<file path="config.mk">
export PLATFORM = sky130hd
export DESIGN_NAME = bus_hold_arbiter
export DESIGN_NICKNAME = d
export VERILOG_FILES = /design/src/rtl/bus_hold_pkg.sv /design/src/rtl/req_synchronizer.sv /design/src/rtl/phase_timer.sv /design/src/rtl/hold_sequencer.sv /design/src/rtl/bus_hold_arbiter.sv
export SDC_FILE = /design/constraint.sdc
export NUM_CORES = 1
export LEC_CHECK = 0
export ABC_AREA = 1
export ABC_CLOCK_PERIOD_IN_PS = 1700
export BUFFER_PORTS_ARGS = -buffer_cell sky130_fd_sc_hd__buf_2
export CORE_AREA = 2 2 39 41
export DETAILED_ROUTE_END_ITERATION = 8
export DIE_AREA = 0 0 41 43
export GPL_ROUTABILITY_DRIVEN = 0
export PLACE_DENSITY = 0.61
export SLEW_MARGIN = 25
export SYNTH_ARGS = -nofsm -noshare
export SYNTH_HDL_FRONTEND = slang
export SYNTH_SLANG_ARGS = --single-unit
</file>
<file path="constraint.sdc">
create_clock -name clk -period 1.7 [get_ports clk]
set_clock_uncertainty 0.15 [all_clocks]
set_input_delay 0.34 -clock clk [delete_from_list [all_inputs] [get_ports clk]]
set_output_delay 0.34 -clock clk [all_outputs]
set_load 0.02 [all_outputs]
</file>
<file path="src/rtl/bus_hold_pkg.sv">
package bus_hold_pkg;

    typedef enum logic [2:0] {
        ST_OWNED      = 3'd0,
        ST_DRAIN      = 3'd1,
        ST_FLOAT_WAIT = 3'd2,
        ST_GRANTED    = 3'd3,
        ST_RELEASE    = 3'd4
    } hold_state_t;

endpackage

</file>
<file path="src/rtl/req_synchronizer.sv">
module req_synchronizer #(
    parameter int STAGES = 2
) (
    input  logic clk,
    input  logic rst_n,
    input  logic async_in,
    output logic sync_out
);

    logic [STAGES-1:0] chain;

    generate
        if (STAGES == 1) begin : g_single
            always_ff @(posedge clk or negedge rst_n) begin
                if (!rst_n) chain <= '1;
                else        chain <= async_in;
            end
        end else begin : g_multi
            always_ff @(posedge clk or negedge rst_n) begin
                if (!rst_n) chain <= '1;
                else        chain <= {chain[STAGES-2:0], async_in};
            end
        end
    endgenerate

    assign sync_out = chain[STAGES-1];

endmodule

</file>
<file path="src/rtl/phase_timer.sv">
module phase_timer #(
    parameter int CNT_W = 2
) (
    input  logic             clk,
    input  logic             rst_n,
    input  logic             load,
    input  logic [CNT_W-1:0] load_val,
    output logic             done
);

    logic [CNT_W-1:0] count;

    always_ff @(posedge clk or negedge rst_n) begin
        if (!rst_n)              count <= '0;
        else if (load)           count <= load_val;
        else if (count != '0)    count <= count - 1'b1;
    end

    assign done = (count == '0);

endmodule

</file>
<file path="src/rtl/hold_sequencer.sv">
module hold_sequencer
    import bus_hold_pkg::*;
#(
    parameter int DRAIN_MIN = 2,
    parameter int FLOAT_CYC = 2,
    parameter int GNT_LAG   = 2,
    parameter int CNT_W     = 2
) (
    input  logic             clk,
    input  logic             rst_n,
    input  logic             req,
    input  logic             mc_busy,
    input  logic             defer_grant,
    input  logic             timer_done,
    output logic             timer_load,
    output logic [CNT_W-1:0] timer_val,
    output logic             ext_gnt_n,
    output logic             bus_drive_en,
    output logic             mc_stall
);

    localparam logic [CNT_W-1:0] DRAIN_LOAD = CNT_W'(DRAIN_MIN - 1);
    localparam logic [CNT_W-1:0] FLOAT_LOAD = CNT_W'(FLOAT_CYC - 1);
    localparam logic [CNT_W-1:0] REL_LOAD   = CNT_W'(GNT_LAG);

    hold_state_t state, state_nx;

    // state register
    always_ff @(posedge clk or negedge rst_n) begin
        if (!rst_n) state <= ST_OWNED;
        else        state <= state_nx;
    end

    // next state and timer loading
    always_comb begin
        state_nx   = state;
        timer_load = 1'b0;
        timer_val  = '0;
        unique case (state)
            ST_OWNED: begin
                if (req && !defer_grant) begin
                    state_nx   = ST_DRAIN;
                    timer_load = 1'b1;
                    timer_val  = DRAIN_LOAD;
                end
            end
            ST_DRAIN: begin
                if (!req || defer_grant) begin
                    state_nx = ST_OWNED;
                end else if (timer_done && !mc_busy) begin
                    state_nx   = ST_FLOAT_WAIT;
                    timer_load = 1'b1;
                    timer_val  = FLOAT_LOAD;
                end
            end
            ST_FLOAT_WAIT: begin
                if (timer_done) state_nx = ST_GRANTED;
            end
            ST_GRANTED: begin
                if (!req) begin
                    state_nx   = ST_RELEASE;
                    timer_load = 1'b1;
                    timer_val  = REL_LOAD;
                end
            end
            ST_RELEASE: begin
                if (timer_done) state_nx = ST_OWNED;
            end
        endcase
    end

    // outputs
    always_comb begin
        ext_gnt_n    = 1'b1;
        bus_drive_en = 1'b1;
        mc_stall     = 1'b1;
        unique case (state)
            ST_OWNED:      mc_stall = 1'b0;
            ST_DRAIN:      ;
            ST_FLOAT_WAIT: bus_drive_en = 1'b0;
            ST_GRANTED: begin
                bus_drive_en = 1'b0;
                ext_gnt_n    = 1'b0;
            end
            ST_RELEASE: begin
                bus_drive_en = 1'b0;
                ext_gnt_n    = timer_done;
            end
        endcase
    end

    // grant only while the bus is floated
    assert_gnt_needs_float_R7: assert property (@(posedge clk) disable iff (!rst_n)
        !ext_gnt_n |-> !bus_drive_en);

    // the bus was already floated in the cycle before the grant fell
    assert_float_precedes_grant_R3: assert property (@(posedge clk) disable iff (!rst_n)
        $fell(ext_gnt_n) |-> $past(!bus_drive_en));

    // whenever the bus floats the controller is stalled
    assert_stall_covers_float_R5: assert property (@(posedge clk) disable iff (!rst_n)
        !bus_drive_en |-> mc_stall);

    // a busy controller keeps the drain from ending
    assert_busy_blocks_float_R4: assert property (@(posedge clk) disable iff (!rst_n)
        (state == ST_DRAIN && mc_busy) |=> bus_drive_en);

    // the defer bit keeps the bus local
    assert_defer_keeps_bus_R8: assert property (@(posedge clk) disable iff (!rst_n)
        (state == ST_OWNED && defer_grant) |=> (state == ST_OWNED));

    // a withdrawn request in drain returns to local ownership
    assert_abort_returns_R9: assert property (@(posedge clk) disable iff (!rst_n)
        (state == ST_DRAIN && !req) |=> (state == ST_OWNED));

endmodule

</file>
<file path="src/rtl/bus_hold_arbiter.sv">
module bus_hold_arbiter #(
    parameter int SYNC_STAGES = 2,
    parameter int DRAIN_MIN   = 2,
    parameter int FLOAT_CYC   = 2,
    parameter int GNT_LAG     = 2
) (
    input  logic clk,
    input  logic rst_n,
    input  logic ext_req_n,
    input  logic mc_busy,
    input  logic defer_grant,
    output logic ext_gnt_n,
    output logic bus_drive_en,
    output logic mc_stall
);

    localparam int MAX_A  = (DRAIN_MIN > FLOAT_CYC) ? DRAIN_MIN : FLOAT_CYC;
    localparam int MAX_CNT = (MAX_A > GNT_LAG) ? MAX_A : GNT_LAG;
    localparam int CNT_W  = (MAX_CNT < 2) ? 1 : $clog2(MAX_CNT + 1);

    logic             req_n_sync;
    logic             req;
    logic             t_load;
    logic [CNT_W-1:0] t_val;
    logic             t_done;

    req_synchronizer #(.STAGES(SYNC_STAGES)) u_sync (
        .clk      (clk),
        .rst_n    (rst_n),
        .async_in (ext_req_n),
        .sync_out (req_n_sync)
    );

    assign req = ~req_n_sync;

    phase_timer #(.CNT_W(CNT_W)) u_timer (
        .clk      (clk),
        .rst_n    (rst_n),
        .load     (t_load),
        .load_val (t_val),
        .done     (t_done)
    );

    hold_sequencer #(
        .DRAIN_MIN (DRAIN_MIN),
        .FLOAT_CYC (FLOAT_CYC),
        .GNT_LAG   (GNT_LAG),
        .CNT_W     (CNT_W)
    ) u_seq (
        .clk          (clk),
        .rst_n        (rst_n),
        .req          (req),
        .mc_busy      (mc_busy),
        .defer_grant  (defer_grant),
        .timer_done   (t_done),
        .timer_load   (t_load),
        .timer_val    (t_val),
        .ext_gnt_n    (ext_gnt_n),
        .bus_drive_en (bus_drive_en),
        .mc_stall     (mc_stall)
    );

endmodule

</file>
==> summary.txt <==
count of final setup violators: 0
EDFF count, synth: 0
NumNets Final: 83
Critical Path RT: 1.21 ns
Max transition margin: 76.66%
core area: 0.001384 mm2
Max-Cap Viols: 0
layout cell share with drive strength beyond 1: 40.79%
DP HPWL: 723 um
WS Path Type: flop to output port
CTS tree: done
worst-path maximum fanout: 7
peak per-stage delay on the critical path: 0.46 ns
drt via density: 4.663
first-pass detailed-route iteration total: 3
Synth area leader: dfrtp_1
power density over the cells: 1686 mW/mm2
Most used DFF post-synth: dfrtp_1
Finished Layout Cells: 92
Reg2Reg Setup Slack: 0.26 ns
fin crit share: 99.32%
R2R Path Start: u_timer.count[1]
register area share after synthesis: 39.66%
CP Capture Type: output port
vias in the first global route: 415
clk sinks: 7
die area: 0.001763 mm2
Layout Utilization: 42.77%
Worst-Skew Late Latency: 0.24 ns
fin. max-slew vios: 0
Yosys top cell area share: 27.93%
syn_area_per_cell: 7.110 um2
Worst-Margin Slew: 0.3489 ns
crit-path cells: nor3_4, a21oi_2, buf_6
count leader, synth: nand2_1
status: finished, final reports clean
GRT Total Usage: 13.18%
drt wl/cell: 10.25 um
ANT cells: 0
Synth Register Bits: 7
Hold Path Depth: 1
RSZ-0062 raised after global routing: true
Die Span Y: 43 um
Hold Startpoint: ext_req_n
H-Tree Depth: 1
Cells after Synth: 63
Initial DRC Count: 6
Final ANT Viol Nets: 0
CTS root buf: clkbuf_4
Total Power: 0.9976 mW
Worst Path Arrival: 1.20 ns
Initial Util: 32.37%
Place WS: 0.1161 ns
worst reg2reg endpoint: u_seq.state[1]
largest net degree at the start of global routing: 10
synth cell count leaders: nand2_1 (19), nand3_1 (9), inv_1 (7), nor2_1 (6), dfrtp_1 (5)
Worst Hold End: u_sync.chain[0]
CP Launch Type: flop
leading post-synthesis cells by cell area: dfrtp_1 (28%), nand2_1 (16%), dfstp_2 (12%)
Mapped Nets: 69
Slowest-stage cell, CP: dfrtp_2
min-delay worst type: input pin to flop
layout overhead on the synthesized area: 32.12%
I/O Pins: 8
Final WS setup: 0.01156 ns
Async S/R FF share, synth: 100.0%
Synth Cell Area: 447.9 um2
PortBufs: 7
Leak: 0.2892 nW
first-pass GRT wire length: 1573 um
DIE WIDTH: 41 um
clock-pin slew on the worst setup and hold paths: 0.05 ns
Worst Reg2Reg Path Length in Cells: 8
cts bufs inserted: 3
Hold WS: 0.04182 ns
grt total ovfl: 0
Final min period: 1.688 ns
Placed Cells: 86
Worst VDD drop: 534.7 uV
Yosys cell types: 15
Synth Warn #: 0
wirelength, routed: 943 um
f_max: 592.3 MHz
Post-route DRC: 0
row cnt: 14
clock tree buffer depth: 2
initial antenna violation count: 0
Vias: 429
Fin. Hold Viols: 0
critical path: cells and delay by family (launching register included):
family / cells / cell delay (ns)
simple gates: 1 / 0.27
flops: 1 / 0.46
compound gates: 1 / 0.10
buf+inv: 1 / 0.13
cell usage in the layout, fill, tap and decap left out, types with 3 or more instances in the layout:
master     n
dfrtp_2    3
nand3_1    9
inv_2      3
nor2_1     6
inv_1      4
buf_2      6
nand2_1   18
clkbuf_4   3
area by class of cell:
class	instances	area, um2
clock buffers	4	26.28
well taps	16	20.02
multi-input cells	48	272.8
inverters	8	32.53
repair buffers	9	58.81
flip-flops and latches	7	181.4
fillers	151	792.0
logic make-up (layout without fill, tap and decap cells):
| logic type | after synthesis | in the layout | synth area share [%] |
|---|---|---|---|
| compound gates | 4 | 4 | 4.467 |
| fa+ha+maj | 1 | 1 | 2.793 |
| buf+inv | 8 | 21 | 7.265 |
| flops | 7 | 7 | 39.66 |
| simple gates | 43 | 43 | 45.81 |
per-stage QoR:
step	area (um2)	TNS, ns
after floorplan	447.9	0
after CTS	576.8	0
after global routing	591.8	-0.1130
after detailed placement	503.0	0
final	591.8	0
after global placement	503.0	0
sequential cells by signal, summed over array words and instances (netlist names):
signal         count
u_seq.state        3
u_timer.count      2
u_sync.chain       2
layer usage:
metal,vias up,part of all wire (%),track usage [%]
met5,-,0,0
met4,0,0,10.00
met3,0,2.5,1.571
met2,6,52,20.31
met1,192,45,15.61
li1,231,-,-
power by group:
group | total [mW] | switching, mW | leakage [nW] | internal (mW)
combinational | 0.550 | 0.332 | 0.195 | 0.219
clock | 0.144 | 0.0547 | 0.0150 | 0.0891
sequential | 0.303 | 0.0755 | 0.0795 | 0.228
how the worst max path moves through the flow:
stage | startpoint | endpoint | slack (ns) | depth (start not counted)
after floorplan | u_timer.count[0] | ext_gnt_n | 0.13 | 4
after global placement | u_seq.state[2] | ext_gnt_n | 0.1 | 4
after detailed placement | u_seq.state[2] | ext_gnt_n | 0.12 | 4
after CTS | u_timer.count[1] | ext_gnt_n | 0.01 | 5
after global routing | u_seq.state[0] | ext_gnt_n | -0.06 | 3
final | u_seq.state[0] | ext_gnt_n | 0.01 | 3
repair_timing:
item	CTS	global route
hold buffers	1	0
endpoints found under the setup margin	2	2
resized for setup	11	4
buffers inserted	1	0
endpoints found under the hold margin	7	0
pin swaps	2	2
Note: power is estimated with default switching activity, not from simulation.
